**src/rtl/showPkg.sv**
```systemverilog
package showPkg;

  typedef enum logic [1:0] {
    PH_IDLE = 2'd0,
    PH_ADDR = 2'd1,
    PH_DATA = 2'd2
  } phase_t;

  typedef struct packed {
    logic push;      // store accepted access in queue
    logic pop;       // take head, start address phase
    logic showData;  // start data phase of held access
  } ctrlStrobe_t;

  // Build the four-bit access-type code {bit3,bit2,bit1,bit0}
  function automatic logic [3:0] encType(input logic dma, input logic sup,
                                         input logic instr, input logic trace,
                                         input logic resv,
                                         input logic [2:0] dmaCfg);
    if (dma) return {dmaCfg, 1'b1};
    return {(instr ? ~trace : ~resv), ~instr, sup, 1'b0};
  endfunction

  function automatic logic traceHit(input logic [3:0] t);
    return (t[0] == 1'b0) && (t[2] == 1'b0) && (t[3] == 1'b0);
  endfunction

  function automatic logic resvHit(input logic [3:0] t);
    return (t[0] == 1'b0) && (t[2] == 1'b1) && (t[3] == 1'b0);
  endfunction

endpackage

```
**src/rtl/showQueue.sv**
```systemverilog
module showQueue #(
  parameter int WIDTH = 8,
  parameter int DEPTH = 2
) (
  input  logic             clk,
  input  logic             rstN,
  input  logic             push,
  input  logic             pop,
  input  logic [WIDTH-1:0] wrData,
  output logic [WIDTH-1:0] rdData,
  output logic             full,
  output logic             empty
);
  localparam int PW = (DEPTH > 1) ? $clog2(DEPTH) : 1;
  localparam int CW = $clog2(DEPTH + 1);

  logic [WIDTH-1:0] mem [DEPTH];
  logic [PW-1:0]    wrPtr, rdPtr;
  logic [CW-1:0]    count;

  function automatic logic [PW-1:0] bump(input logic [PW-1:0] p);
    return (p == PW'(DEPTH - 1)) ? '0 : PW'(p + 1'b1);
  endfunction

  always_ff @(posedge clk or negedge rstN) begin
    if (!rstN) begin
      wrPtr <= '0;
      rdPtr <= '0;
      count <= '0;
    end else begin
      if (push) wrPtr <= bump(wrPtr);
      if (pop)  rdPtr <= bump(rdPtr);
      case ({push, pop})
        2'b10:   count <= count + 1'b1;
        2'b01:   count <= count - 1'b1;
        default: ;
      endcase
    end
  end

  always_ff @(posedge clk) begin
    if (push) mem[wrPtr] <= wrData;
  end

  assign rdData = mem[rdPtr];
  assign full   = (count == CW'(DEPTH));
  assign empty  = (count == '0);

  AST_NO_OVERFLOW: assert property (@(posedge clk) disable iff (!rstN)
    full |-> !push) else $error("queue push while full");
  AST_NO_UNDERFLOW: assert property (@(posedge clk) disable iff (!rstN)
    empty |-> !pop) else $error("queue pop while empty");

endmodule

```
**src/rtl/showCtrl.sv**
```systemverilog
module showCtrl
  import showPkg::*;
#(
  parameter int BURST_BEATS = 4
) (
  input  logic        clk,
  input  logic        rstN,
  input  logic        coreReq,
  input  logic        coreBurst,
  input  logic        qFull,
  input  logic        qEmpty,
  input  logic        headIsData,
  output logic        coreRdy,
  output ctrlStrobe_t strobe
);
  localparam int DCW = (BURST_BEATS > 2) ? $clog2(BURST_BEATS) : 1;

  phase_t        phase, phaseNext;
  logic          curData;
  logic [DCW-1:0] dropLeft;
  logic          dropping, accept, canPop;

  assign dropping = (dropLeft != '0);
  assign coreRdy  = dropping || !qFull;
  assign accept   = coreReq && coreRdy;
  assign canPop   = !qEmpty && (phase != PH_ADDR);

  always_comb begin
    strobe          = '0;
    strobe.push     = accept && !dropping;
    strobe.pop      = canPop;
    strobe.showData = (phase == PH_ADDR) && curData;
  end

  always_comb begin
    phaseNext = phase;
    unique case (phase)
      PH_ADDR: phaseNext = curData ? PH_DATA : PH_IDLE;
      default: phaseNext = canPop ? PH_ADDR : PH_IDLE;
    endcase
  end

  always_ff @(posedge clk or negedge rstN) begin
    if (!rstN) begin
      phase    <= PH_IDLE;
      curData  <= 1'b0;
      dropLeft <= '0;
    end else begin
      phase <= phaseNext;
      if (canPop) curData <= headIsData;
      if (accept && dropping)
        dropLeft <= dropLeft - 1'b1;
      else if (accept && coreBurst)
        dropLeft <= DCW'(BURST_BEATS - 1);
    end
  end

  AST_DATA_PHASE_ORDER: assert property (@(posedge clk) disable iff (!rstN)
    (phase == PH_DATA) |-> ($past(phase) == PH_ADDR)) else $error("data phase without address phase");
  AST_BURST_NO_QUEUE: assert property (@(posedge clk) disable iff (!rstN)
    dropping |-> !strobe.push) else $error("burst beat queued");

endmodule

```
**src/rtl/showDatapath.sv**
```systemverilog
module showDatapath
  import showPkg::*;
#(
  parameter int ADDR_W = 32,
  parameter int DATA_W = 32,
  parameter int QDEPTH = 2
) (
  input  logic              clk,
  input  logic              rstN,
  input  ctrlStrobe_t       strobe,
  input  logic [ADDR_W-1:0] coreAddr,
  input  logic [DATA_W-1:0] coreData,
  input  logic              coreWrite,
  input  logic              coreSuper,
  input  logic              coreInstr,
  input  logic              coreTrace,
  input  logic              coreResv,
  input  logic              coreDma,
  input  logic [2:0]        dmaTypeCfg,
  output logic              qFull,
  output logic              qEmpty,
  output logic              headIsData,
  output logic [ADDR_W-1:0] extAddr,
  output logic              extAddrOe,
  output logic [DATA_W-1:0] extData,
  output logic              extDataOe,
  output logic              extStartN,
  output logic              extWrite,
  output logic [3:0]        extType,
  output logic              traceN,
  output logic              resvN
);
  localparam int EW = 1 + 4 + DATA_W + ADDR_W;
  localparam int A0 = 0;
  localparam int D0 = ADDR_W;
  localparam int T0 = ADDR_W + DATA_W;
  localparam int W0 = ADDR_W + DATA_W + 4;

  logic [EW-1:0]     inEntry, head;
  logic [ADDR_W-1:0] headAddr;
  logic [DATA_W-1:0] headData;
  logic [3:0]        headType;
  logic              headWrite;
  logic [DATA_W-1:0] heldData;
  logic              heldWrite;

  assign inEntry = {coreWrite,
                    encType(coreDma, coreSuper, coreInstr, coreTrace, coreResv, dmaTypeCfg),
                    coreData, coreAddr};

  showQueue #(.WIDTH(EW), .DEPTH(QDEPTH)) uQueue (
    .clk    (clk),
    .rstN   (rstN),
    .push   (strobe.push),
    .pop    (strobe.pop),
    .wrData (inEntry),
    .rdData (head),
    .full   (qFull),
    .empty  (qEmpty)
  );

  assign headAddr   = head[A0 +: ADDR_W];
  assign headData   = head[D0 +: DATA_W];
  assign headType   = head[T0 +: 4];
  assign headWrite  = head[W0];
  assign headIsData = headType[2];

  // Address phase registers
  always_ff @(posedge clk or negedge rstN) begin
    if (!rstN) begin
      extAddrOe <= 1'b0;
      extAddr   <= '0;
      extType   <= '0;
      extStartN <= 1'b1;
      traceN    <= 1'b1;
      resvN     <= 1'b1;
      heldData  <= '0;
      heldWrite <= 1'b0;
    end else begin
      extAddrOe <= strobe.pop;
      extStartN <= !strobe.pop;
      if (strobe.pop) begin
        extAddr   <= headAddr;
        extType   <= headType;
        traceN    <= !traceHit(headType);
        resvN     <= !resvHit(headType);
        heldData  <= headData;
        heldWrite <= headWrite;
      end else begin
        extAddr <= '0;
        extType <= '0;
        traceN  <= 1'b1;
        resvN   <= 1'b1;
      end
    end
  end

  // Data phase and direction registers
  always_ff @(posedge clk or negedge rstN) begin
    if (!rstN) begin
      extDataOe <= 1'b0;
      extData   <= '0;
      extWrite  <= 1'b0;
    end else begin
      extDataOe <= strobe.showData;
      extData   <= strobe.showData ? heldData : '0;
      if (strobe.pop)           extWrite <= headWrite;
      else if (strobe.showData) extWrite <= heldWrite;
      else                      extWrite <= 1'b0;
    end
  end

  AST_ADDR_ONE_CLK: assert property (@(posedge clk) disable iff (!rstN)
    extAddrOe |=> !extAddrOe) else $error("address held too long");
  AST_DATA_ONE_CLK: assert property (@(posedge clk) disable iff (!rstN)
    extDataOe |=> !extDataOe) else $error("data held too long");
  AST_DATA_AFTER_ADDR: assert property (@(posedge clk) disable iff (!rstN)
    extDataOe |-> ($past(extAddrOe) && $past(extType[2]))) else $error("stray data phase");
  AST_TRACE_DECODE: assert property (@(posedge clk) disable iff (!rstN)
    !traceN |-> (extAddrOe && extType[3:2] == 2'b00 && !extType[0])) else $error("bad trace pin");
  AST_RESV_DECODE: assert property (@(posedge clk) disable iff (!rstN)
    !resvN |-> (extAddrOe && extType[3:2] == 2'b01 && !extType[0])) else $error("bad resv pin");
  AST_DMA_PINS_HIGH: assert property (@(posedge clk) disable iff (!rstN)
    extType[0] |-> (traceN && resvN)) else $error("indicator on DMA");
  AST_IDLE_DEFAULT: assert property (@(posedge clk) disable iff (!rstN)
    !extAddrOe |-> (extStartN && extAddr == '0 && extType == '0)) else $error("idle not at rest");
  AST_IDLE_DATA: assert property (@(posedge clk) disable iff (!rstN)
    !extDataOe |-> (extData == '0)) else $error("idle data not zero");

endmodule

```
**src/rtl/showcyc_mirror.sv**
```systemverilog
module showcyc_mirror
  import showPkg::*;
#(
  parameter int ADDR_W      = 32,
  parameter int DATA_W      = 32,
  parameter int QDEPTH      = 2,
  parameter int BURST_BEATS = 4
) (
  input  logic              clk,
  input  logic              rstN,
  input  logic              coreReq,
  output logic              coreRdy,
  input  logic [ADDR_W-1:0] coreAddr,
  input  logic [DATA_W-1:0] coreData,
  input  logic              coreWrite,
  input  logic              coreBurst,
  input  logic              coreSuper,
  input  logic              coreInstr,
  input  logic              coreTrace,
  input  logic              coreResv,
  input  logic              coreDma,
  input  logic [2:0]        dmaTypeCfg,
  output logic [ADDR_W-1:0] extAddr,
  output logic              extAddrOe,
  output logic [DATA_W-1:0] extData,
  output logic              extDataOe,
  output logic              extStartN,
  output logic              extWrite,
  output logic [3:0]        extType,
  output logic              traceN,
  output logic              resvN
);
  ctrlStrobe_t strobe;
  logic        qFull, qEmpty, headIsData;

  showCtrl #(.BURST_BEATS(BURST_BEATS)) uCtrl (
    .clk        (clk),
    .rstN       (rstN),
    .coreReq    (coreReq),
    .coreBurst  (coreBurst),
    .qFull      (qFull),
    .qEmpty     (qEmpty),
    .headIsData (headIsData),
    .coreRdy    (coreRdy),
    .strobe     (strobe)
  );

  showDatapath #(.ADDR_W(ADDR_W), .DATA_W(DATA_W), .QDEPTH(QDEPTH)) uPath (
    .clk        (clk),
    .rstN       (rstN),
    .strobe     (strobe),
    .coreAddr   (coreAddr),
    .coreData   (coreData),
    .coreWrite  (coreWrite),
    .coreSuper  (coreSuper),
    .coreInstr  (coreInstr),
    .coreTrace  (coreTrace),
    .coreResv   (coreResv),
    .coreDma    (coreDma),
    .dmaTypeCfg (dmaTypeCfg),
    .qFull      (qFull),
    .qEmpty     (qEmpty),
    .headIsData (headIsData),
    .extAddr    (extAddr),
    .extAddrOe  (extAddrOe),
    .extData    (extData),
    .extDataOe  (extDataOe),
    .extStartN  (extStartN),
    .extWrite   (extWrite),
    .extType    (extType),
    .traceN     (traceN),
    .resvN      (resvN)
  );

endmodule

```
**config.mk**
```make
export PLATFORM = sky130hd
export DESIGN_NAME = showcyc_mirror
export DESIGN_NICKNAME = d
export VERILOG_FILES = /design/src/rtl/showPkg.sv /design/src/rtl/showQueue.sv /design/src/rtl/showCtrl.sv /design/src/rtl/showDatapath.sv /design/src/rtl/showcyc_mirror.sv
export SDC_FILE = /design/constraint.sdc
export NUM_CORES = 1
export LEC_CHECK = 0
export CAP_MARGIN = 30
export CORE_ASPECT_RATIO = 0.8
export CORE_UTILIZATION = 50
export CTS_CLUSTER_SIZE = 16
export DETAILED_ROUTE_END_ITERATION = 7
export GPL_ROUTABILITY_DRIVEN = 0
export GPL_TIMING_DRIVEN = 0
export HOLD_SLACK_MARGIN = 0.03
export PLACE_DENSITY = 0.86
export SKIP_CTS_REPAIR_TIMING = 1
export SLEW_MARGIN = 20
export SYNTH_ARGS = -nofsm -noshare
export SYNTH_HDL_FRONTEND = slang
export SYNTH_SLANG_ARGS = --single-unit
```
**constraint.sdc**
```tcl
create_clock -name clk -period 5.05 [get_ports clk]
set_input_delay 1.2625 -clock clk [delete_from_list [all_inputs] [get_ports clk]]
set_output_delay 1.2625 -clock clk [all_outputs]
set_load 0.005 [all_outputs]
```
==> results of run 1 <==
-- power by group through the flow --
| stage | logic, mW | clock network (mW) | registers [mW] |
|---|---|---|---|
| after floorplan | 0.985 | 0 | 2.81 |
| after global placement | 1.70 | 0 | 2.83 |
| after detailed placement | 1.81 | 0 | 2.84 |
| after CTS | 1.83 | 1.86 | 2.81 |
| after global routing | 1.97 | 1.94 | 2.85 |
| final | 1.80 | 1.83 | 2.81 |
-- sequential cells by signal, summed over array words and instances (netlist names), 2 cells and up --
register            flops
uPath.extData          32
uPath.extType           4
uCtrl.phase             2
uPath.heldData         32
uPath.uQueue.count      2
uPath.extAddr          32
uCtrl.dropLeft          2
uPath.uQueue.mem      138
-- routing by layer --
layer	vias to the layer above	track usage (%)
li1	2231	-
met1	2478	26.73
met2	194	34.52
met3	29	5.887
met4	0	5.366
met5	-	0
-- worst paths after layout --
| kind | startpoint | endpoint | slack (ns) |
|---|---|---|---|
| max in group asynchronous | rstN | uPath.extAddr[15] | 3.66 |
| min | uPath.heldData[17] | uPath.extData[17] | 0.46 |
| min in group asynchronous | rstN | uPath.heldData[25] | 0.70 |
| max reg2reg | uCtrl.dropLeft[0] | uPath.uQueue.mem[0][18] | 2.77 |
| max | uCtrl.dropLeft[0] | coreRdy | 2.01 |
| min reg2reg | uPath.heldData[17] | uPath.extData[17] | 0.46 |
-- cell families after synthesis --
group	after synthesis	share of synthesized area, %
flip-flops	252	79.89
AND/OR/NAND/NOR	85	4.912
adder cells (fa/ha/maj)	2	0.2855
AO/OA/AOI/OAI	75	4.441
multiplexers	71	8.139
XOR/XNOR	5	0.4998
buffers and inverters	29	1.828
-- placed cells by master (no fill, tap or decap), types with 2 or more instances in the layout --
cell type / count
sky130_fd_sc_hd__xnor2_1: 4
sky130_fd_sc_hd__clkinv_4: 2
sky130_fd_sc_hd__ha_1: 2
sky130_fd_sc_hd__o21ai_1: 36
sky130_fd_sc_hd__and2_1: 32
sky130_fd_sc_hd__clkbuf_8: 4
sky130_fd_sc_hd__bufinv_16: 2
sky130_fd_sc_hd__nand2b_1: 2
sky130_fd_sc_hd__nor2_4: 2
sky130_fd_sc_hd__buf_16: 3
sky130_fd_sc_hd__clkdlybuf4s50_1: 150
sky130_fd_sc_hd__nand3_1: 2
sky130_fd_sc_hd__o21ai_0: 33
sky130_fd_sc_hd__buf_12: 2
sky130_fd_sc_hd__dfstp_2: 3
sky130_fd_sc_hd__clkbuf_16: 25
sky130_fd_sc_hd__mux2i_1: 69
sky130_fd_sc_hd__clkinvlp_4: 4
sky130_fd_sc_hd__mux2_2: 2
sky130_fd_sc_hd__buf_6: 6
sky130_fd_sc_hd__buf_2: 11
sky130_fd_sc_hd__nand2_1: 4
sky130_fd_sc_hd__dfrtp_1: 111
sky130_fd_sc_hd__clkinv_2: 2
sky130_fd_sc_hd__edfxtp_1: 138
sky130_fd_sc_hd__a311oi_1: 2
sky130_fd_sc_hd__clkbuf_1: 13
sky130_fd_sc_hd__a21oi_1: 2
sky130_fd_sc_hd__nor2_1: 36
sky130_fd_sc_hd__inv_1: 3
-- area by class of cell --
class / instances / area [um^2]
Clock buffer: 33 / 695.7
Sequential cell: 252 / 7000
Antenna cell: 1 / 2.502
Tap cell: 220 / 275.3
Timing Repair Buffer: 156 / 1635
Fill cell: 1120 / 5304
Clock inverter: 11 / 126.4
Inverter: 4 / 15.01
Buffer: 25 / 145.1
Multi-Input combinational cell: 238 / 1617
-- per-stage QoR --
step	util, %	setup TNS, ns	cell area (um^2)	setup WS (ns)	total power [mW]
6_report	68.46	0	11510	2.012	6.437
3_3_place_gp	62.73	-431.20	10550	-1.911	4.528
4_1_cts	68.44	0	11510	1.997	6.499
3_5_place_dp	63.56	0	10690	1.650	4.652
2_1_floorplan	-	0	8762	0.2411	3.796
5_1_grt	68.44	0	11510	1.954	6.760
-- worst reg2reg max path, delay by kind of cell, from the launching register on --
kind / cells / cell delay, ns
buf+inv: 2 / 0.37
flops: 1 / 0.40
simple gates: 2 / 0.99
fa+ha+maj: 1 / 0.19
==> results.md, run 1 <==
* Run status: completed
* Share of synthesized flip-flops with an asynchronous set or reset at 45.24%
* Number of detailed-route iterations in the first pass at 4
* Dominant synthesized flop cell: sky130_fd_sc_hd__edfxtp_1
* Proportion of synthesized chip area in sequential cells at 79.89%
* Die span in x at 150.0 um
* Data required, critical path at 3.79 ns
* Num Clock Sinks at 252
* Count of unique library cells instantiated by Yosys at 31
* Layout cell share with drive strength beyond 1 at 10.01%
* Cell-internal power at 4.571 mW
* Total length of routed met2 wires at 8.778 mm
* Area inside the core boundary at 0.01682 mm^2
* Cells on worst reg2reg path at 5
* Category of the most critical setup path: flop to output port
* Post-detailed-route via-to-cell ratio at 5.247
* Final count of pins violating max slew at 0
* Mapped Avg Cell Area at 16.88 um^2
* Global-route wire length before repair at 27.78 mm
* IO Pins at 152
* Number of antenna violations at the first check in global routing at 1
* Cell Count, Final, Fillers Out at 940
* P_sw at 1.866 mW
* Crit-path max FO at 3
* Static leakage at 4.559 nW
* Type of the tightest min-delay check: flop to flop
* Seq cells post-synth at 252
* Cell type contributing the most total cell area after synthesis: sky130_fd_sc_hd__edfxtp_1
* Count of flip-flops with a built-in enable after synthesis at 138
* Final hold slack at 0.4640 ns
* Maximum number of pins on one net before global-route repair at 65
* Met3 routed wirelength at 1.512 mm
* Number of warnings issued by yosys at 0
* Fraction of power spent switching nets at 28.98%
* Largest voltage drop on the vdd net at 0.3386 mV
* Clock-pin slew on the worst setup and hold paths at 0.07 ns
* Largest cells by area after synthesis: sky130_fd_sc_hd__edfxtp_1 (47%), sky130_fd_sc_hd__dfrtp_1 (32%), sky130_fd_sc_hd__mux2i_1 (7.9%)
* Count of nets after finishing at 780
* Fraction of post-synthesis cell area in the top cell type by area at 47.29%
* Synth Instances at 519
* CP delay by family, top: buffers and inverters
* Average routed wire per standard cell at 19.10 um
* Number of global-route vias before repair at 5189
* Cts bufs inserted at 24
* Total length of routed wires at 17.96 mm
* Growth of design area from synthesis to finish at 31.39%
* Library cell with the highest instance count after synthesis: sky130_fd_sc_hd__edfxtp_1
* Share of the cycle needed by the critical path after routing at 60.15%
* Proportion of power drawn by flip-flops and latches at 43.6%
* Post-synth top cells: sky130_fd_sc_hd__edfxtp_1 (138), sky130_fd_sc_hd__dfrtp_1 (111), sky130_fd_sc_hd__mux2i_1 (69)
* Hold path depth at 1
* Cells traversed along the worst timing path: inv_1 > ha_1 > nand3b_1 > clkdlybuf4s50_1
* Total track usage at 20.69%
* Power per standard cell area at 559.2 mW/mm^2
* Clock insertion delay at the later pin of the skew report at 0.51 ns
* Number of placed instances with taps included at 895
* Rows at 42
* Clock H-tree levels at 1
* Count of endpoints failing hold in the final timing report at 0
* Vias post-DR at 4932
* Final global-route overflow total at 0
* Post-layout min period at 3.038 ns
* TritonCTS clock tree: done
* Full die area at 0.01806 mm^2
* Root cell of the clock tree: sky130_fd_sc_hd__clkbuf_16
* RSZ-0062 raised after global routing: false
* Worst-case headroom to the max-slew limit at 46.82%
* DIE HEIGHT at 120.4 um
* Crit end category: output port
* Top routing layer in use: met4
* Max_cap viols at 0
* Combinational share of power at 27.9%
* Met1 layer wirelength in the final routing at 7.317 mm
* CP Buf/Inv Count at 2
* Total setup violations reported at the end of the flow at 0
* Total stage count of the critical path at 4
* Total nets after synthesis at 598
* Detailed-route DRC error count at 0
* IO buf count at 151
* Fin Clk Skew at 0.01142 ns
* Cell with the biggest individual delay on the critical path: sky130_fd_sc_hd__clkdlybuf4s50_1
* Slew of the pin with the lowest slew margin at 0.7958 ns
* HPWL Detailed at 11.93 mm
* Mapped cell area at 0.008762 mm^2
* CP arrival at 1.78 ns
* Maximum achievable frequency at 329.2 MHz
* Initial DRC count at 217
* Maximum clock path buffer count at 3
* Delay contributed by the slowest stage of the critical path at 0.50 ns
* Startpoint kind of the worst setup timing path: flop
* Starting density of the core at 52.11%
* Share of total power in the clock network at 28.4%
* Residual antenna-violating net count after detailed routing at 0
Power figures use the tool's default switching activity.
==> run 2: changes to the inputs <==
==> constraint.sdc (replaced) <==
create_clock -name clk -period 2.91 [get_ports clk]
set_input_delay 0.7275 -clock clk [delete_from_list [all_inputs] [get_ports clk]]
set_output_delay 0.7275 -clock clk [all_outputs]
set_load 0.005 [all_outputs]
==> run 2 against run 1 <==
  * Clock-buffer cell count rose by 2
  * Largest cell class unchanged
  * Critical endpoint unchanged
  * Largest power group unchanged
  * Die area unchanged
  * Non-clock buffer count grew 1
  * Combinational power grew 75%
==> results.md, run 2 (synthesized netlist as in run 1, its figures left out) <==
* Worst-case headroom to the max-slew limit at 52.42% (+5.6 points)
* Cell Count, Final, Fillers Out at 940 (unchanged)
* Static leakage at 4.557 nW (about the same)
* Root cell of the clock tree: sky130_fd_sc_hd__clkbuf_16
* Maximum achievable frequency at 392.2 MHz
* Final global-route overflow total at 0 (unchanged)
* Capturing point of the worst reg2reg path: uPath.uQueue.mem[1][14]
* Maximum number of pins on one net before global-route repair at 82 (+26%)
* Total length of routed wires at 17.44 mm (-2.9%)
* Data required, critical path at 2.18 ns (-1.61 ns)
* IO buf count at 151 (unchanged)
* Detailed-route DRC error count at 0 (unchanged)
* Total track usage at 19.99% (-0.70 points)
* Cells traversed along the worst timing path: inv_1 > ha_1 > nand3b_1 > clkdlybuf4s50_1
* CP delay by family, top: buffers and inverters
* Vias post-DR at 4881 (-1.0%)
* Reg with most FFs: uPath.uQueue.mem
* Clock insertion delay at the later pin of the skew report at 0.51 ns (about the same)
* Residual antenna-violating net count after detailed routing at 0 (unchanged)
* CP arrival at 1.82 ns (+0.04 ns)
* Number of antenna violations at the first check in global routing at 0 (-1)
* RSZ-0062 raised after global routing: false
* Starting density of the core at 52.11% (unchanged)
* Antenna cells at 0 (-1)
* Category of the most critical setup path: flop to output port
* IO Pins at 152 (unchanged)
* Cts bufs inserted at 24 (unchanged)
* Number of detailed-route iterations in the first pass at 4 (unchanged)
* Slew of the pin with the lowest slew margin at 0.7121 ns (-0.08377 ns)
* Post-detailed-route via-to-cell ratio at 5.193 (-1.0%)
* Count of endpoints failing hold in the final timing report at 0 (unchanged)
* Clock H-tree levels at 1 (unchanged)
* Fraction of power spent switching nets at 29.09% (+0.10 points)
* Global-route wire length before repair at 27.14 mm (-2.3%)
* Power per standard cell area at 958.2 mW/mm^2 (+71%)
* Launch point of the worst reg-to-reg path: uPath.uQueue.count[0]
* Maximum clock path buffer count at 3 (unchanged)
* Max_cap viols at 0 (unchanged)
* Power after layout at 10.99 mW (+71%)
* Delay contributed by the slowest stage of the critical path at 0.54 ns (+0.04 ns)
* Average routed wire per standard cell at 18.55 um (-2.9%)
* Area inside the core boundary at 0.01682 mm^2 (unchanged)
* Run status: completed
* Final count of pins violating max slew at 0 (unchanged)
* TritonCTS clock tree: done
* Total setup violations reported at the end of the flow at 0 (unchanged)
* Share of the cycle needed by the critical path after routing at 87.62%
* Crit end category: output port
* Post-layout min period at 2.550 ns
* Growth of design area from synthesis to finish at 30.96%
* Cell with the biggest individual delay on the critical path: sky130_fd_sc_hd__clkdlybuf4s50_1
* Count of nets after finishing at 781 (+0.13%)
* Die span in x at 150.0 um (unchanged)
* Proportion of power drawn by flip-flops and latches at 44.2% (+0.6 points)
* Commonest non-fill, non-tap cell in the layout: sky130_fd_sc_hd__clkdlybuf4s50_1
* Num Clock Sinks at 252 (unchanged)
* Full die area at 0.01806 mm^2 (unchanged)
* Fin Clk Skew at 0.01695 ns (+0.005524 ns)
* Top library cells by usage in the layout, fill and taps aside: sky130_fd_sc_hd__clkdlybuf4s50_1 (150), sky130_fd_sc_hd__edfxtp_1 (138), sky130_fd_sc_hd__dfrtp_1 (111)
* Number of global-route vias before repair at 5267 (+1.5%)
* Reg-to-reg slack, setup at 0.75 ns (-2.02 ns)
* Startpoint kind of the worst setup timing path: flop
* Type of the tightest min-delay check: input pin to async pin
* Cell-internal power at 7.797 mW (+71%)
* Combinational share of power at 28.7% (+0.8 points)
* Largest voltage drop on the vdd net at 0.8139 mV (+140%)
* Clock-pin slew on the worst setup and hold paths at 0.06 ns (about the same)
* Share of total power in the clock network at 27.1% (-1.3 points)
* Layout cell share with drive strength beyond 1 at 9.722% (-0.29 points)
* DIE HEIGHT at 120.4 um (unchanged)
* CP Buf/Inv Count at 2 (unchanged)
* Largest register FFs at 138 (unchanged)
* Initial DRC count at 303 (+40%)
* Rows at 42 (unchanged)
* Crit-path max FO at 3 (unchanged)
* Cells on worst reg2reg path at 4 (-1)
* P_sw at 3.198 mW (+71%)
* HPWL Detailed at 11.50 mm (-3.6%)
* Number of placed instances with taps included at 896 (+0.11%)
-- run 2: cell count changes in the layout (fill, tap and decap cells not counted), sizes merged --
cell / before / now
diode: 1 / 0
clkbuf: 42 / 44
buf: 22 / 23
bufinv: 2 / 1
clkinv: 4 / 8
clkinvlp: 4 / 0
inv: 5 / 4
-- run 2: power groups by stage --
stage          sequential, mW  clock [mW]  combinational [mW]
2_1_floorplan            4.87           0                1.71
3_3_place_gp             4.89           0                2.96
3_5_place_dp             4.92           0                3.16
4_1_cts                  4.86        3.03                3.20
5_1_grt                  4.92        3.17                3.46
6_report                 4.86        2.98                3.15
-- run 2: how the worst max path moves through the flow --
stage	cells past startpoint	endpoint	from	slack (ns)
finish	4	coreRdy	uCtrl.dropLeft[0]	0.36
global route	4	coreRdy	uCtrl.dropLeft[0]	0.26
detailed placement	4	uPath.uQueue.mem[1][28]	coreReq	0.11
floorplan	2	uPath.uQueue.mem[0][0]	coreReq	-0.23
global placement	1	uPath.extAddr[18]	rstN	-3.09
CTS	4	coreRdy	uCtrl.dropLeft[0]	0.35
-- run 2: metal layers --
layer,wire length [um],up-vias,global-route usage [%]
li1,-,2226,-
met5,0,-,0
met2,8523,190,33.36
met4,400,0,4.924
met3,1355,35,4.679
met1,7159,2430,26.62
-- run 2: layout make-up --
type | instances | area [um^2]
Buffer | 25 | 145.1
Clock buffer | 35 | 681.9
Clock inverter | 9 | 85.08
Fill cell | 1122 | 5341
Inverter | 4 | 15.01
Multi-Input combinational cell | 238 | 1617
Sequential cell | 252 | 7000
Tap cell | 220 | 275.3
Timing Repair Buffer | 157 | 1655
-- run 2: per-stage QoR --
stage / setup TNS [ns] / instance area [um^2] / worst slack, ns / util [%] / hold WS [ns]
after CTS: 0 / 11470 / 0.3502 / 68.24 / 0.08502
after floorplan: -32.18 / 8767 / -0.2333 / - / 0.4319
after detailed placement: 0 / 10710 / 0.1141 / 63.68 / 0.4606
after global routing: 0 / 11470 / 0.2600 / 68.24 / 0.1006
final: 0 / 11470 / 0.3604 / 68.24 / 0.09335
after global placement: -589.34 / 10550 / -3.090 / 62.76 / 0.4569
